## config.mk

```make
export PLATFORM = sky130hd
export DESIGN_NAME = thermal_irq_ctrl
export DESIGN_NICKNAME = d
export VERILOG_FILES = /design/src/rtl/thr_pkg.sv /design/src/rtl/thr_level.sv /design/src/rtl/thr_emul.sv /design/src/rtl/thr_regs.sv /design/src/rtl/thermal_irq_ctrl.sv
export SDC_FILE = /design/constraint.sdc
export NUM_CORES = 1
export LEC_CHECK = 0
export ABC_CLOCK_PERIOD_IN_PS = 8800
export CAP_MARGIN = 20
export CORE_MARGIN = 2
export CORE_UTILIZATION = 30
export DETAILED_ROUTE_END_ITERATION = 10
export DONT_BUFFER_PORTS = 1
export SETUP_SLACK_MARGIN = 0.5
export SLEW_MARGIN = 20
export SYNTH_ARGS = -nofsm -noshare
export SYNTH_HDL_FRONTEND = slang
export SYNTH_HIERARCHICAL = 1
export SYNTH_SLANG_ARGS = --single-unit
```

## constraint.sdc

```tcl
create_clock -name clk -period 8.8 [get_ports clk]
set_clock_uncertainty 0.15 [all_clocks]
set_input_delay 0.88 -clock clk [delete_from_list [all_inputs] [get_ports clk]]
set_output_delay 0.88 -clock clk [all_outputs]
set_load 0.02 [all_outputs]
```

## src/rtl/thr_pkg.sv

```systemverilog
package thr_pkg;
  localparam int DATA_W = 32;
  localparam int ADDR_W = 3;

  typedef enum logic [ADDR_W-1:0] {
    A_CTRL = 3'd0,
    A_RISE = 3'd1,
    A_FALL = 3'd2,
    A_TEMP = 3'd3,
    A_IEN  = 3'd4,
    A_STAT = 3'd5,
    A_CLR  = 3'd6,
    A_EMUL = 3'd7
  } reg_addr_e;

  // control field positions (software-visible)
  localparam int CTRL_EN_BIT   = 0;
  localparam int CTRL_TRIP_BIT = 12;
  localparam int CTRL_MODE_LSB = 13;
  localparam int MODE_W        = 3;
  localparam logic [MODE_W-1:0] MODE_NOISE_CANCEL = 3'd4;

  // event bit placement in enable / status / clear words
  localparam int EV_STRIDE = 4;
  localparam int FALL_BASE = 16;

  // emulation field positions
  localparam int EM_EN_BIT   = 0;
  localparam int EM_CODE_LSB = 8;
  localparam int EM_DLY_LSB  = 16;
endpackage

```

## src/rtl/thr_level.sv

```systemverilog
module thr_level #(
  parameter int CODE_W = 8
) (
  input  logic              clk,
  input  logic              rst_n,
  input  logic              fire,
  input  logic              nc_mode,
  input  logic [CODE_W-1:0] code,
  input  logic [CODE_W-1:0] rise_thr,
  input  logic [CODE_W-1:0] fall_thr,
  output logic              rise_ev,
  output logic              fall_ev,
  output logic              hot
);
  logic rise_met, fall_met, rise_ok, fall_ok;
  logic rise_prev_q, fall_prev_q, hot_q;

  assign rise_met = (code >= rise_thr);
  assign fall_met = (fall_thr != '0) && (code <= fall_thr);
  assign rise_ok  = rise_met && (!nc_mode || rise_prev_q);
  assign fall_ok  = fall_met && hot_q && (!nc_mode || fall_prev_q);

  assign rise_ev = fire && rise_ok;
  assign fall_ev = fire && fall_ok && !rise_ok;
  assign hot     = hot_q;

  always_ff @(posedge clk or negedge rst_n) begin
    if (!rst_n) begin
      rise_prev_q <= 1'b0;
      fall_prev_q <= 1'b0;
      hot_q       <= 1'b0;
    end else if (fire) begin
      rise_prev_q <= rise_met;
      fall_prev_q <= fall_met;
      if (rise_ok)      hot_q <= 1'b1;
      else if (fall_ok) hot_q <= 1'b0;
    end
  end
endmodule

```

## src/rtl/thr_emul.sv

```systemverilog
module thr_emul #(
  parameter int CODE_W = 8,
  parameter int DLY_W  = 16
) (
  input  logic              clk,
  input  logic              rst_n,
  input  logic              load,
  input  logic [DLY_W-1:0]  load_dly,
  input  logic              en,
  input  logic [CODE_W-1:0] emu_code,
  input  logic [CODE_W-1:0] sens_code,
  output logic [CODE_W-1:0] eff_code,
  output logic              active
);
  logic [DLY_W-1:0] cnt_q;

  always_ff @(posedge clk or negedge rst_n) begin
    if (!rst_n)              cnt_q <= '0;
    else if (load)           cnt_q <= load_dly;
    else if (cnt_q != '0)    cnt_q <= cnt_q - 1'b1;
  end

  assign active   = en && (cnt_q == '0);
  assign eff_code = active ? emu_code : sens_code;


  emul_wait_chk: assert property (@(posedge clk) disable iff (!rst_n)
    (load && load_dly != '0) |=> !active);
endmodule

```

## src/rtl/thr_regs.sv

```systemverilog
module thr_regs
  import thr_pkg::*;
#(
  parameter int NLVL   = 4,
  parameter int CODE_W = 8,
  parameter int DLY_W  = 16
) (
  input  logic                   clk,
  input  logic                   rst_n,
  input  logic                   we,
  input  logic [ADDR_W-1:0]      addr,
  input  logic [DATA_W-1:0]      wdata,
  output logic [DATA_W-1:0]      rdata,
  input  logic [NLVL-1:0]        rise_set,
  input  logic [NLVL-1:0]        fall_set,
  input  logic                   temp_upd,
  input  logic [CODE_W-1:0]      temp_code,
  output logic                   core_en,
  output logic                   trip_en,
  output logic [MODE_W-1:0]      mode,
  output logic [NLVL*CODE_W-1:0] rise_thr,
  output logic [NLVL*CODE_W-1:0] fall_thr,
  output logic [NLVL-1:0]        rise_ien,
  output logic [NLVL-1:0]        fall_ien,
  output logic [NLVL-1:0]        rise_st,
  output logic [NLVL-1:0]        fall_st,
  output logic                   em_en,
  output logic [CODE_W-1:0]      em_code,
  output logic [DLY_W-1:0]       em_dly
);
  localparam int THR_W = NLVL * CODE_W;

  logic [NLVL-1:0] clr_rise, clr_fall;
  logic            clr_hit;
  logic [DATA_W-1:0] ien_word, st_word, ctrl_word, emul_word;

  assign clr_hit = we && (addr == A_CLR);

  always_comb begin
    for (int i = 0; i < NLVL; i++) begin
      clr_rise[i] = clr_hit && wdata[EV_STRIDE*i];
      clr_fall[i] = clr_hit && wdata[FALL_BASE+EV_STRIDE*i];
    end
  end

  always_ff @(posedge clk or negedge rst_n) begin
    if (!rst_n) begin
      core_en  <= 1'b0;
      trip_en  <= 1'b0;
      mode     <= '0;
      rise_thr <= '0;
      fall_thr <= '0;
      rise_ien <= '0;
      fall_ien <= '0;
      em_en    <= 1'b0;
      em_code  <= '0;
      em_dly   <= '0;
    end else if (we) begin
      case (addr)
        A_CTRL: begin
          core_en <= wdata[CTRL_EN_BIT];
          trip_en <= wdata[CTRL_TRIP_BIT];
          mode    <= wdata[CTRL_MODE_LSB +: MODE_W];
        end
        A_RISE: rise_thr <= wdata[THR_W-1:0];
        A_FALL: fall_thr <= wdata[THR_W-1:0];
        A_IEN: begin
          for (int i = 0; i < NLVL; i++) begin
            rise_ien[i] <= wdata[EV_STRIDE*i];
            fall_ien[i] <= wdata[FALL_BASE+EV_STRIDE*i];
          end
        end
        A_EMUL: begin
          em_en   <= wdata[EM_EN_BIT];
          em_code <= wdata[EM_CODE_LSB +: CODE_W];
          em_dly  <= wdata[EM_DLY_LSB +: DLY_W];
        end
        default: ;
      endcase
    end
  end

  logic [CODE_W-1:0] temp_q;
  always_ff @(posedge clk or negedge rst_n) begin
    if (!rst_n)        temp_q <= '0;
    else if (temp_upd) temp_q <= temp_code;
  end

  // event set wins over a same-cycle clear
  always_ff @(posedge clk or negedge rst_n) begin
    if (!rst_n) begin
      rise_st <= '0;
      fall_st <= '0;
    end else begin
      rise_st <= rise_set | (rise_st & ~clr_rise);
      fall_st <= fall_set | (fall_st & ~clr_fall);
    end
  end

  always_comb begin
    ien_word  = '0;
    st_word   = '0;
    ctrl_word = '0;
    emul_word = '0;
    for (int i = 0; i < NLVL; i++) begin
      ien_word[EV_STRIDE*i]           = rise_ien[i];
      ien_word[FALL_BASE+EV_STRIDE*i] = fall_ien[i];
      st_word[EV_STRIDE*i]            = rise_st[i];
      st_word[FALL_BASE+EV_STRIDE*i]  = fall_st[i];
    end
    ctrl_word[CTRL_EN_BIT]                = core_en;
    ctrl_word[CTRL_TRIP_BIT]              = trip_en;
    ctrl_word[CTRL_MODE_LSB +: MODE_W]    = mode;
    emul_word[EM_EN_BIT]                  = em_en;
    emul_word[EM_CODE_LSB +: CODE_W]      = em_code;
    emul_word[EM_DLY_LSB +: DLY_W]        = em_dly;
  end

  always_comb begin
    case (addr)
      A_CTRL:  rdata = ctrl_word;
      A_RISE:  rdata = DATA_W'(rise_thr);
      A_FALL:  rdata = DATA_W'(fall_thr);
      A_TEMP:  rdata = DATA_W'(temp_q);
      A_IEN:   rdata = ien_word;
      A_STAT:  rdata = st_word;
      A_EMUL:  rdata = emul_word;
      default: rdata = '0;
    endcase
  end

  generate
    for (genvar g = 0; g < NLVL; g++) begin : g_clr_chk

      clr_rise_chk: assert property (@(posedge clk) disable iff (!rst_n)
        (clr_rise[g] && !rise_set[g]) |=> !rise_st[g]);

      clr_fall_chk: assert property (@(posedge clk) disable iff (!rst_n)
        (clr_fall[g] && !fall_set[g]) |=> !fall_st[g]);
    end
  endgenerate
endmodule

```

## src/rtl/thermal_irq_ctrl.sv

```systemverilog
module thermal_irq_ctrl
  import thr_pkg::*;
#(
  parameter int NLVL   = 4,
  parameter int CODE_W = 8,
  parameter int DLY_W  = 16
) (
  input  logic              clk,
  input  logic              rst_n,
  input  logic              samp_valid,
  output logic              samp_ready,
  input  logic [CODE_W-1:0] samp_code,
  input  logic              reg_we,
  input  logic [ADDR_W-1:0] reg_addr,
  input  logic [DATA_W-1:0] reg_wdata,
  output logic [DATA_W-1:0] reg_rdata,
  output logic              irq,
  output logic              trip_out
);
  localparam int THR_W = NLVL * CODE_W;
  localparam int TOP_LVL = NLVL - 1;

  logic              core_en, trip_en, em_en, em_active, fire, nc_mode;
  logic [MODE_W-1:0] mode;
  logic [THR_W-1:0]  rise_thr, fall_thr;
  logic [NLVL-1:0]   rise_ien, fall_ien, rise_st, fall_st;
  logic [NLVL-1:0]   rise_ev, fall_ev, hot;
  logic [CODE_W-1:0] em_code, eff_code;
  logic [DLY_W-1:0]  em_dly;
  logic              em_load, clr_hit;
  logic              rdy_q;

  // no back-pressure: ready rises after reset and stays high
  always_ff @(posedge clk or negedge rst_n) begin
    if (!rst_n) rdy_q <= 1'b0;
    else        rdy_q <= 1'b1;
  end
  assign samp_ready = rdy_q | rst_n;

  assign fire    = samp_valid && samp_ready && core_en;
  assign nc_mode = (mode == MODE_NOISE_CANCEL);
  assign em_load = reg_we && (reg_addr == A_EMUL);
  assign clr_hit = reg_we && (reg_addr == A_CLR);

  thr_regs #(.NLVL(NLVL), .CODE_W(CODE_W), .DLY_W(DLY_W)) u_regs (
    .clk(clk), .rst_n(rst_n),
    .we(reg_we), .addr(reg_addr), .wdata(reg_wdata), .rdata(reg_rdata),
    .rise_set(rise_ev), .fall_set(fall_ev),
    .temp_upd(fire), .temp_code(eff_code),
    .core_en(core_en), .trip_en(trip_en), .mode(mode),
    .rise_thr(rise_thr), .fall_thr(fall_thr),
    .rise_ien(rise_ien), .fall_ien(fall_ien),
    .rise_st(rise_st), .fall_st(fall_st),
    .em_en(em_en), .em_code(em_code), .em_dly(em_dly)
  );

  thr_emul #(.CODE_W(CODE_W), .DLY_W(DLY_W)) u_emul (
    .clk(clk), .rst_n(rst_n),
    .load(em_load), .load_dly(reg_wdata[EM_DLY_LSB +: DLY_W]),
    .en(em_en), .emu_code(em_code), .sens_code(samp_code),
    .eff_code(eff_code), .active(em_active)
  );

  generate
    for (genvar g = 0; g < NLVL; g++) begin : g_lvl
      thr_level #(.CODE_W(CODE_W)) u_lvl (
        .clk(clk), .rst_n(rst_n),
        .fire(fire), .nc_mode(nc_mode), .code(eff_code),
        .rise_thr(rise_thr[g*CODE_W +: CODE_W]),
        .fall_thr(fall_thr[g*CODE_W +: CODE_W]),
        .rise_ev(rise_ev[g]), .fall_ev(fall_ev[g]), .hot(hot[g])
      );


      fall_after_hot_chk: assert property (@(posedge clk) disable iff (!rst_n)
        $rose(fall_st[g]) |-> $past(hot[g]));
    end
  endgenerate

  assign irq      = |((rise_st & rise_ien) | (fall_st & fall_ien));
  assign trip_out = trip_en && hot[TOP_LVL];


  core_off_hold_chk: assert property (@(posedge clk) disable iff (!rst_n)
    (!core_en && !clr_hit) |=> $stable({rise_st, fall_st}));


  trip_hot_chk: assert property (@(posedge clk) disable iff (!rst_n)
    ($rose(hot[TOP_LVL]) && !em_active) |-> $past(samp_valid && core_en));
endmodule

```

==> impl_metrics.yaml, run 1 <==
status:
  status: "finished, final reports clean"
timing:
  hold_viol_final: 0
  post-route-period-util: 0.497
  fin_setup_tns_ns: 0
  fin_ws_ns: 4.43
  maxClockFrequency_mhz: 229
  finalCriticalPeriod_ns: 4.37
  slew_viol_final: 0
  rsz0062_at_grt: "false"
  relSlewSlack: 0.312
  worst_pin_slew_ns: 1.03
  setup_viol: 0
global_route:
  track_usage: 0.164
  antenna_found_initial: 0
  grt_util_met1: 0.216
  grt_pass1_wl_um: 39000
  grt_pass1_vias: 6625
  grt_max_degree: 100
  gr-usage-met2: 0.260
  overflow: 0
  use_met3: 0.0424
  grt_busiest_layer: "met2"
drt:
  drc: 0
  vias: 6408
  drtIter0Drc: 355
  drt-vias-per-instance: 5.24
  routed_wl_um: 24700
  wl_per_cell_um: 20.2
  firstDrtPassIters: 5
  ant_nets: 0
clocking:
  cts-root-buf: "clkbuf_16"
  cts_made_buffers: 17
  htreeDepth: 4
  ctsResizeCount: 0
  cts_tree: "yes"
  clkTransAtPathRegs_ns: 0.06
  cts_hold_buffers: 2
  postCtsSetupRepairBufs: 0
  clock_latency_ns: 0.42
  cts_max_path_buffers: 2
  cts_sinks: 147
cells_and_area:
  drive_gt1_frac: 0.237
  antennaDiodeCount: 0
  regArea_sq_um: 3680
  multi_input_area_sq_um: 4740
  layout.nets: 931
  syn2layout_area_growth_pct: 11.0
  fillers: 3011
floorplan:
  fp.dieW_um: 177
  coreArea_sq_um: 29500
  num_rows: 63
  initial_core_util: 0.303
  boundaryPins: 82
  die_area_sq_um: 31200
  die-height_um: 177
critical_path:
  critPathSlowestCell: "and3_1"
  slowest_delay_ns: 0.67
  crit_chain: "inv_1 > ha_1 > or3b_1 > nor4_4 > and3_1 > mux2_4 > inv_1 > ha_1 > nand2b_1 > a21oi_1 > o21ai_1 > o21ba_1 > and2_1 > a21o_1"
  end_kind: "flip-flop"
  worstPathRequired_ns: 8.96
  worst-path-max-fanout: 8
  crit_path_start_kind: "flip-flop"
  cp.arrival_ns: 4.54
  path_class: "flip-flop to flip-flop"
logic_synthesis:
  syn_area_sq_um: 8940
  synthesis.nets: 938
  synth.avg_cell_area_sq_um: 10.8
  syn_inst: 826
  yosysWarnings: 6
power:
  leakagePower_uw: 0.00429
  powerDensity_nw_per_um2: 248
  ir_drop_mv: 0.124
placed_design:
  gp_congestion: 0.834
  port_buffers: 0
  dp_slack_ns: 4.47
  dp_hpwl_um: 16800
run:
  cap_violations: 0
worst_hold_path:
  hp-class: "input pin to asynchronous set/reset pin"
power by group:
part / internal, uW / total [uW] / switching [uW]
combinational: 314 / 647 / 333
sequential: 866 / 1030 / 165
clock: 491 / 787 / 297
per-layer routing:
layer  vias up  share of wire
met5         -              0
met4         0          0.023
met3        25          0.064
met2       145           0.46
met1      3256           0.45
li1       2982              -
area by class of cell:
class	count	share of cell area
inverter	73	0.0276
clock buffer	20	0.0460
clock inverter	12	0.0180
tap	390	0.0492
sequential	147	0.371
timing repair buffer	9	0.0106
multi-input combinational	571	0.478
placed cells by master, fill, tap and decap left out, types with 6 or more instances in the layout:
cell / instances
inv_1: 72
nor2b_1: 9
a31oi_1: 6
o21ai_1: 11
mux2_2: 112
a221oi_1: 8
o21ai_0: 28
clkbuf_16: 17
nor2_1: 27
mux2_4: 8
mux2_1: 9
ha_1: 65
nand2_1: 57
o211a_1: 7
nand3_1: 8
buf_4: 6
o22ai_1: 6
mux2i_1: 9
nand4_1: 9
a21o_1: 8
a22oi_1: 26
a21oi_1: 36
nand2b_1: 11
nor4_1: 11
dfrtp_1: 147
path summary, 6_finish.rpt:
kind	cells past startpoint	from	slack (ns)	to
max	14	u_emul/cnt_q[0]	4.43	u_regs/rise_st[1]
min	1	rst_n	0.15	u_regs/rise_thr[31]
max reg2reg	14	u_emul/cnt_q[0]	4.43	u_regs/rise_st[1]
min reg2reg	1	u_regs/em_dly[12]	0.35	u_regs/em_dly[12]
max in group asynchronous	1	rst_n	7.85	u_regs/rise_thr[6]
min in group clk	1	u_regs/em_dly[12]	0.35	u_regs/em_dly[12]
through the flow:
| stage | util | hold WS (ns) | cells | area [sq um] | total power (uW) |
|---|---|---|---|---|---|
| 4_1_cts | 0.337 | 0.162 | 1222 | 9920 | 2480 |
| 6_report | 0.337 | 0.153 | 1222 | 9920 | 2470 |
| 3_3_place_gp | 0.313 | 0.324 | 1188 | 9230 | 1640 |
| 5_1_grt | 0.337 | 0.167 | 1222 | 9920 | 2610 |
| 2_1_floorplan | - | 0.306 | 826 | 8940 | 1520 |
| 3_5_place_dp | 0.313 | 0.326 | 1188 | 9230 | 1670 |
worst max-delay path: cells and delay by family, from the launching register on:
kind,cells,cell delay (ns)
muxes,1,0.40
buffers and inverters,2,0.20
and+or+nand+nor,5,1.98
DFF,1,0.40
AOI/OAI and AO/OA,4,0.69
adders and majority gates,2,0.41
registers in the layout (all words and copies together) (netlist names), 3 cells and up:
register	count
g_lvl.u_lvl/fall_prev_q	4
g_lvl.u_lvl/hot	4
g_lvl.u_lvl/rise_prev_q	4
u_emul/cnt_q	16
u_regs/em_code	8
u_regs/em_dly	16
u_regs/fall_ien	4
u_regs/fall_st	4
u_regs/fall_thr	32
u_regs/mode	3
u_regs/rise_ien	4
u_regs/rise_st	4
u_regs/rise_thr	32
u_regs/temp_q	8
No activity file was read; power rests on OpenSTA's default activity.
==> inputs of run 2 (changes only) <==
- ABC_CLOCK_PERIOD_IN_PS: 8800 -> 4400
- clock period: 8.8 -> 4.4 ns (I/O delays scaled with it)
==> run 2 against run 1 <==
Compared with the run above: the flow now finishes with violations (hold timing); clock-buffer cell count up 5; final cell count increased by 2.3%; hold slack worse by 0.59 ns; global-route usage decreased by 0.062 points; fmax grew 17%; wire length up 1.2%; clock power is 110% higher; critical endpoint is now u_regs/rise_st[2]; largest cell class unchanged; highest routed layer unchanged.
==> impl_metrics.yaml, run 2 (synthesized netlist as in run 1, its figures left out) <==
global_route:
  grt_pass1_wl_um: 38900
  overflow: 0
  grt_max_degree: 149
  track_usage: 0.164
  antenna_found_initial: 0
  grt_pass1_vias: 6685
clocking:
  clock_latency_ns: 0.43
  htreeDepth: 4
  cts_tree: "yes"
  cts_made_buffers: 17
  cts-root-buf: "clkbuf_16"
  cts_max_path_buffers: 2
  cts_sinks: 147
  clkTransAtPathRegs_ns: 0.06
  cts_hold_buffers: 28
power:
  leakagePower_uw: 0.00442
  comb_power_share: 0.259
  pwr-share-seq: 0.412
  pwr-share-clk: 0.330
  sw_frac_of_total: 0.311
  ir_drop_mv: 0.207
  p_int_uw: 3450
  powerDensity_nw_per_um2: 490
  p_switching_uw: 1550
floorplan:
  fp.dieW_um: 177
  die-height_um: 177
  initial_core_util: 0.303
  boundaryPins: 82
  coreArea_sq_um: 29500
  num_rows: 63
  die_area_sq_um: 31200
timing:
  fin_ws_ns: 0.668
  worst_pin_slew_ns: 1.03
  relSlewSlack: 0.308
  holdWs_ns: -0.436
  rsz0062_at_grt: "false"
  fin_setup_tns_ns: 0
  slew_viol_final: 0
  hold_viol_final: 147
  finalCriticalPeriod_ns: 3.73
  maxClockFrequency_mhz: 268
  post-route-period-util: 0.848
  setup_viol: 0
cells_and_area:
  layout.nets: 959
  layout_common_cells: "dfrtp_1 (147), mux2_2 (112), inv_1 (72)"
  largestRegisters: "u_regs/fall_thr (32), u_regs/rise_thr (32)"
  stdcell_count: 1250
  fillers: 2989
  utilization: 0.346
  syn2layout_area_growth_pct: 14.2
  antennaDiodeCount: 0
  drive_gt1_frac: 0.231
  final_common_cell: "dfrtp_1"
drt:
  firstDrtPassIters: 5
  vias: 6519
  wl_per_cell_um: 20.0
  drtIter0Drc: 458
  routed_wl_um: 25000
  drc: 0
  drt-vias-per-instance: 5.22
  ant_nets: 0
critical_path:
  r2r_end: "u_regs/rise_st[2]"
  rrSetupSlack_ns: 0.67
  rr_worst_depth: 14
  end_kind: "flip-flop"
  worstReg2RegStart: "u_emul/cnt_q[0]"
  worst-path-max-fanout: 9
  path_class: "flip-flop to flip-flop"
  crit_path_start_kind: "flip-flop"
  startpoint: "u_emul/cnt_q[0]"
  worstPathRequired_ns: 4.56
  cp.arrival_ns: 3.89
status:
  violations: "hold timing"
  status: "finished with violations"
run:
  cap_violations: 0
placed_design:
  gp_congestion: 0.818
  dp_cells: 1190
  port_buffers: 0
  dp_hpwl_um: 16900
  dp_slack_ns: 0.576
worst_hold_path:
  hp-class: "input pin to asynchronous set/reset pin"
[run 2: cell types whose count changed in the layout (fill, tap and decap cells not counted), sizes merged]
cell / delta
clkbuf: +5
clkinv: -3
clkinvlp: -1
dlygate4sd3: +28
inv: -1
[run 2: through the flow]
stage,total power [uW],cell area (sq um)
2_1_floorplan,3030,8940
3_3_place_gp,3290,9250
3_5_place_dp,3330,9250
4_1_cts,5020,10200
5_1_grt,5280,10200
6_report,5000,10200
[run 2: worst max-delay path, cell delays in order (launching register included)]
cell	delay, ns
dfrtp_1	0.40
inv_1	0.09
ha_1	0.18
or3b_4	0.46
nor4_4	0.28
and3_1	0.20
buf_6	0.19
mux2_4	0.42
ha_1	0.32
a21oi_1	0.18
o21ai_2	0.10
o22ai_1	0.12
o21ba_1	0.20
and2_1	0.17
a21o_1	0.15
[run 2: area by class of cell]
class,instances,area [sq um],area share
Timing Repair Buffer,37,349,0.0342
Multi-Input combinational cell,571,4740,0.465
Inverter,73,274,0.0268
Sequential cell,147,3680,0.360
Tap cell,390,488,0.0478
Clock buffer,25,536,0.0525
Clock inverter,7,140,0.0137
[run 2: worst max path at each step]
stage | to | depth (start not counted) | slack (ns)
floorplan | u_regs/rise_st[0] | 15 | 0.86
global placement | u_regs/rise_st[1] | 15 | 0.60
detailed placement | u_regs/rise_st[1] | 15 | 0.58
CTS | u_regs/rise_st[1] | 15 | 0.55
global route | u_regs/rise_st[1] | 15 | 0.51
finish | u_regs/rise_st[2] | 14 | 0.67
[run 2: repair_timing]
action | in CTS | in global routing
gates resized for setup | 0 | 2
endpoints found under the hold margin | 187 | 147
setup endpoints to repair | 0 | 12
buffers inserted | 0 | 0
[run 2: power groups by stage]
stage          Sequential (uW)  Combinational [uW]  Clock, uW
3_5_place_dp              2080                1260          0
2_1_floorplan             1970                1070          0
6_report                  2060                1290       1650
4_1_cts                   2050                1290       1670
5_1_grt                   2110                1450       1720
3_3_place_gp              2060                1220          0
[run 2: metal layers]
metal  routed length (um)  track usage  part of all wire  up-vias
li1                     -            -                 -     3033
met1                11300        0.214              0.45     3297
met2                11600        0.260              0.46      161
met3                 1590       0.0441             0.064       28
met4                  534       0.0568             0.021        0
met5                    0            0                 0        -
==> inputs of run 3 (changes only) <==
- ABC_CLOCK_PERIOD_IN_PS: 4400 -> 3800
- clock period: 4.4 -> 3.8 ns (I/O delays scaled with it)
==> run 3 against run 2 <==
Compared with the run above: the flow still finishes with violations (hold timing); clock-buffer cell count decreased by 6; flip-flop and latch count unchanged; die area unchanged; register-to-register slack got worse by 0.46 ns; total power increased by 17%; hold slack got worse by 0.058 ns; sequential power increased by 17%; largest cell class unchanged.
==> impl_metrics.yaml, run 3 (synthesized netlist as in run 1, its figures left out) <==
floorplan:
  die-height_um: 177
  initial_core_util: 0.303
  die_area_sq_um: 31200
  fp.dieW_um: 177
  num_rows: 63
  boundaryPins: 82
  coreArea_sq_um: 29500
cells_and_area:
  drive_gt1_frac: 0.344
  antennaDiodeCount: 0
  layout.nets: 1009
  largestRegisters: "u_regs/fall_thr (32), u_regs/rise_thr (32)"
  layout_common_cells: "dfrtp_1 (147), mux2_2 (113), inv_1 (66)"
  final_common_cell: "dfrtp_1"
  syn2layout_area_growth_pct: 24.2
  stdcell_count: 1299
clocking:
  cts_made_buffers: 17
  cts-root-buf: "clkbuf_16"
  cts_hold_buffers: 32
  clock_latency_ns: 0.43
  cts_sinks: 147
  cts_max_path_buffers: 2
  htreeDepth: 4
  cts_tree: "yes"
  clkTransAtPathRegs_ns: 0.06
drt:
  ant_nets: 0
  routed_wl_um: 27500
  firstDrtPassIters: 7
  wl_per_cell_um: 21.2
  drc: 0
  drt-vias-per-instance: 5.31
  vias: 6901
  drtIter0Drc: 455
critical_path:
  worstPathRequired_ns: 4.02
  worstReg2RegStart: "u_emul/cnt_q[7]"
  rr_worst_depth: 13
  startpoint: "u_emul/cnt_q[7]"
  worst-path-max-fanout: 7
  cp.arrival_ns: 3.81
  critPathCapture: "u_regs/fall_st[1]"
  end_kind: "flip-flop"
  path_class: "flip-flop to flip-flop"
  rrSetupSlack_ns: 0.21
  crit_path_start_kind: "flip-flop"
  r2r_end: "u_regs/fall_st[1]"
timing:
  finalCriticalPeriod_ns: 3.59
  worst_pin_slew_ns: 1.03
  setup_viol: 0
  maxClockFrequency_mhz: 279
  post-route-period-util: 0.945
  slew_viol_final: 0
  rsz0062_at_grt: "true"
  hold_viol_final: 147
  fin_setup_tns_ns: 0
  relSlewSlack: 0.312
  holdWs_ns: -0.494
run:
  cap_violations: 0
placed_design:
  port_buffers: 0
  dp_cells: 1204
  dp_hpwl_um: 17200
  gp_congestion: 0.835
global_route:
  track_usage: 0.174
  grt_pass1_wl_um: 41200
  overflow: 0
  grt_pass1_vias: 6974
  grt_max_degree: 149
  antenna_found_initial: 0
status:
  violations: "hold timing"
  status: "finished with violations"
power:
  powerDensity_nw_per_um2: 527
  leakagePower_uw: 0.00464
  ir_drop_mv: 0.329
  p_total_uw: 5850
worst_hold_path:
  hp-class: "input pin to asynchronous set/reset pin"
==> run 3: cell count changes in the layout (fill, tap and decap cells not counted), sizes merged, moves of 4 or more <==
cell         previous run  this run
buf                     9        50
clkbuf                 25        19
clkinv                  2         7
mux2                  129       134
bufinv                  4         0
dlygate4sd3            28        32
==> run 3: what timing repair did <==
item                                    4_1_cts  5_1_grt
pin swaps                                     7       33
cloned                                        5        1
endpoints found under the hold margin       268      147
endpoints found under the setup margin       16       20
resized for setup                            22       69
buffers inserted                              9       17
==> run 3: how the worst min path moves through the flow <==
stage	endpoint	slack (ns)	depth (start not counted)
after floorplan	g_lvl[0].u_lvl/fall_prev_q	-0.07	0
after global placement	u_regs/em_dly[15]	-0.06	0
after CTS	u_regs/rise_thr[31]	-0.51	0
final	u_regs/em_dly[15]	-0.49	0
after detailed placement	u_regs/em_dly[15]	-0.06	0
after global routing	u_regs/em_dly[15]	-0.51	0
==> run 3: cell type report <==
type                       instances  area [sq um]
fill                            2876         18400
multi-input combinational        576          5380
sequential                       147          3680
timing repair buffer              82           752
tap                              390           488
clock buffer                      19           443
inverter                          73           274
clock inverter                    12          85.1
==> run 3: routing by layer <==
layer	GRT usage	vias to the layer above	routed length, um
li1	-	3146	-
met4	0.0644	2	730
met2	0.279	187	13000
met3	0.0424	43	1530
met1	0.227	3523	12300
met5	0	-	11
==> run 3: worst max-delay path: stages (launching register included) <==
cell and delay, ns:
dfrtp_1 0.38, or4_4 0.56, nor4_4 0.28, and3_4 0.28, buf_12 0.15, mux2_4 0.40
buf_6 0.15, ha_4 0.26, nand4_1 0.17, nor2_1 0.15, a211o_1 0.16, o2111ai_2 0.15
nor3b_2 0.18, a21o_1 0.10
==> run 3: through the flow <==
stage           util  setup slack (ns)  instance area (sq um)
2_1_floorplan      -             0.394                   9000
4_1_cts        0.358             0.285                  10600
5_1_grt        0.376             0.137                  11100
3_5_place_dp   0.320             0.233                   9430
3_3_place_gp   0.320             0.282                   9430
6_report       0.376             0.210                  11100
==> run 3: report_power, final <==
| part | switching, uW | internal [uW] | leakage, uW |
|---|---|---|---|
| Combinational | 922 | 985 | 0.00264 |
| Clock | 695 | 848 | 0.000251 |
| Sequential | 395 | 2010 | 0.00175 |
| Total | 2010 | 3840 | 0.00464 |
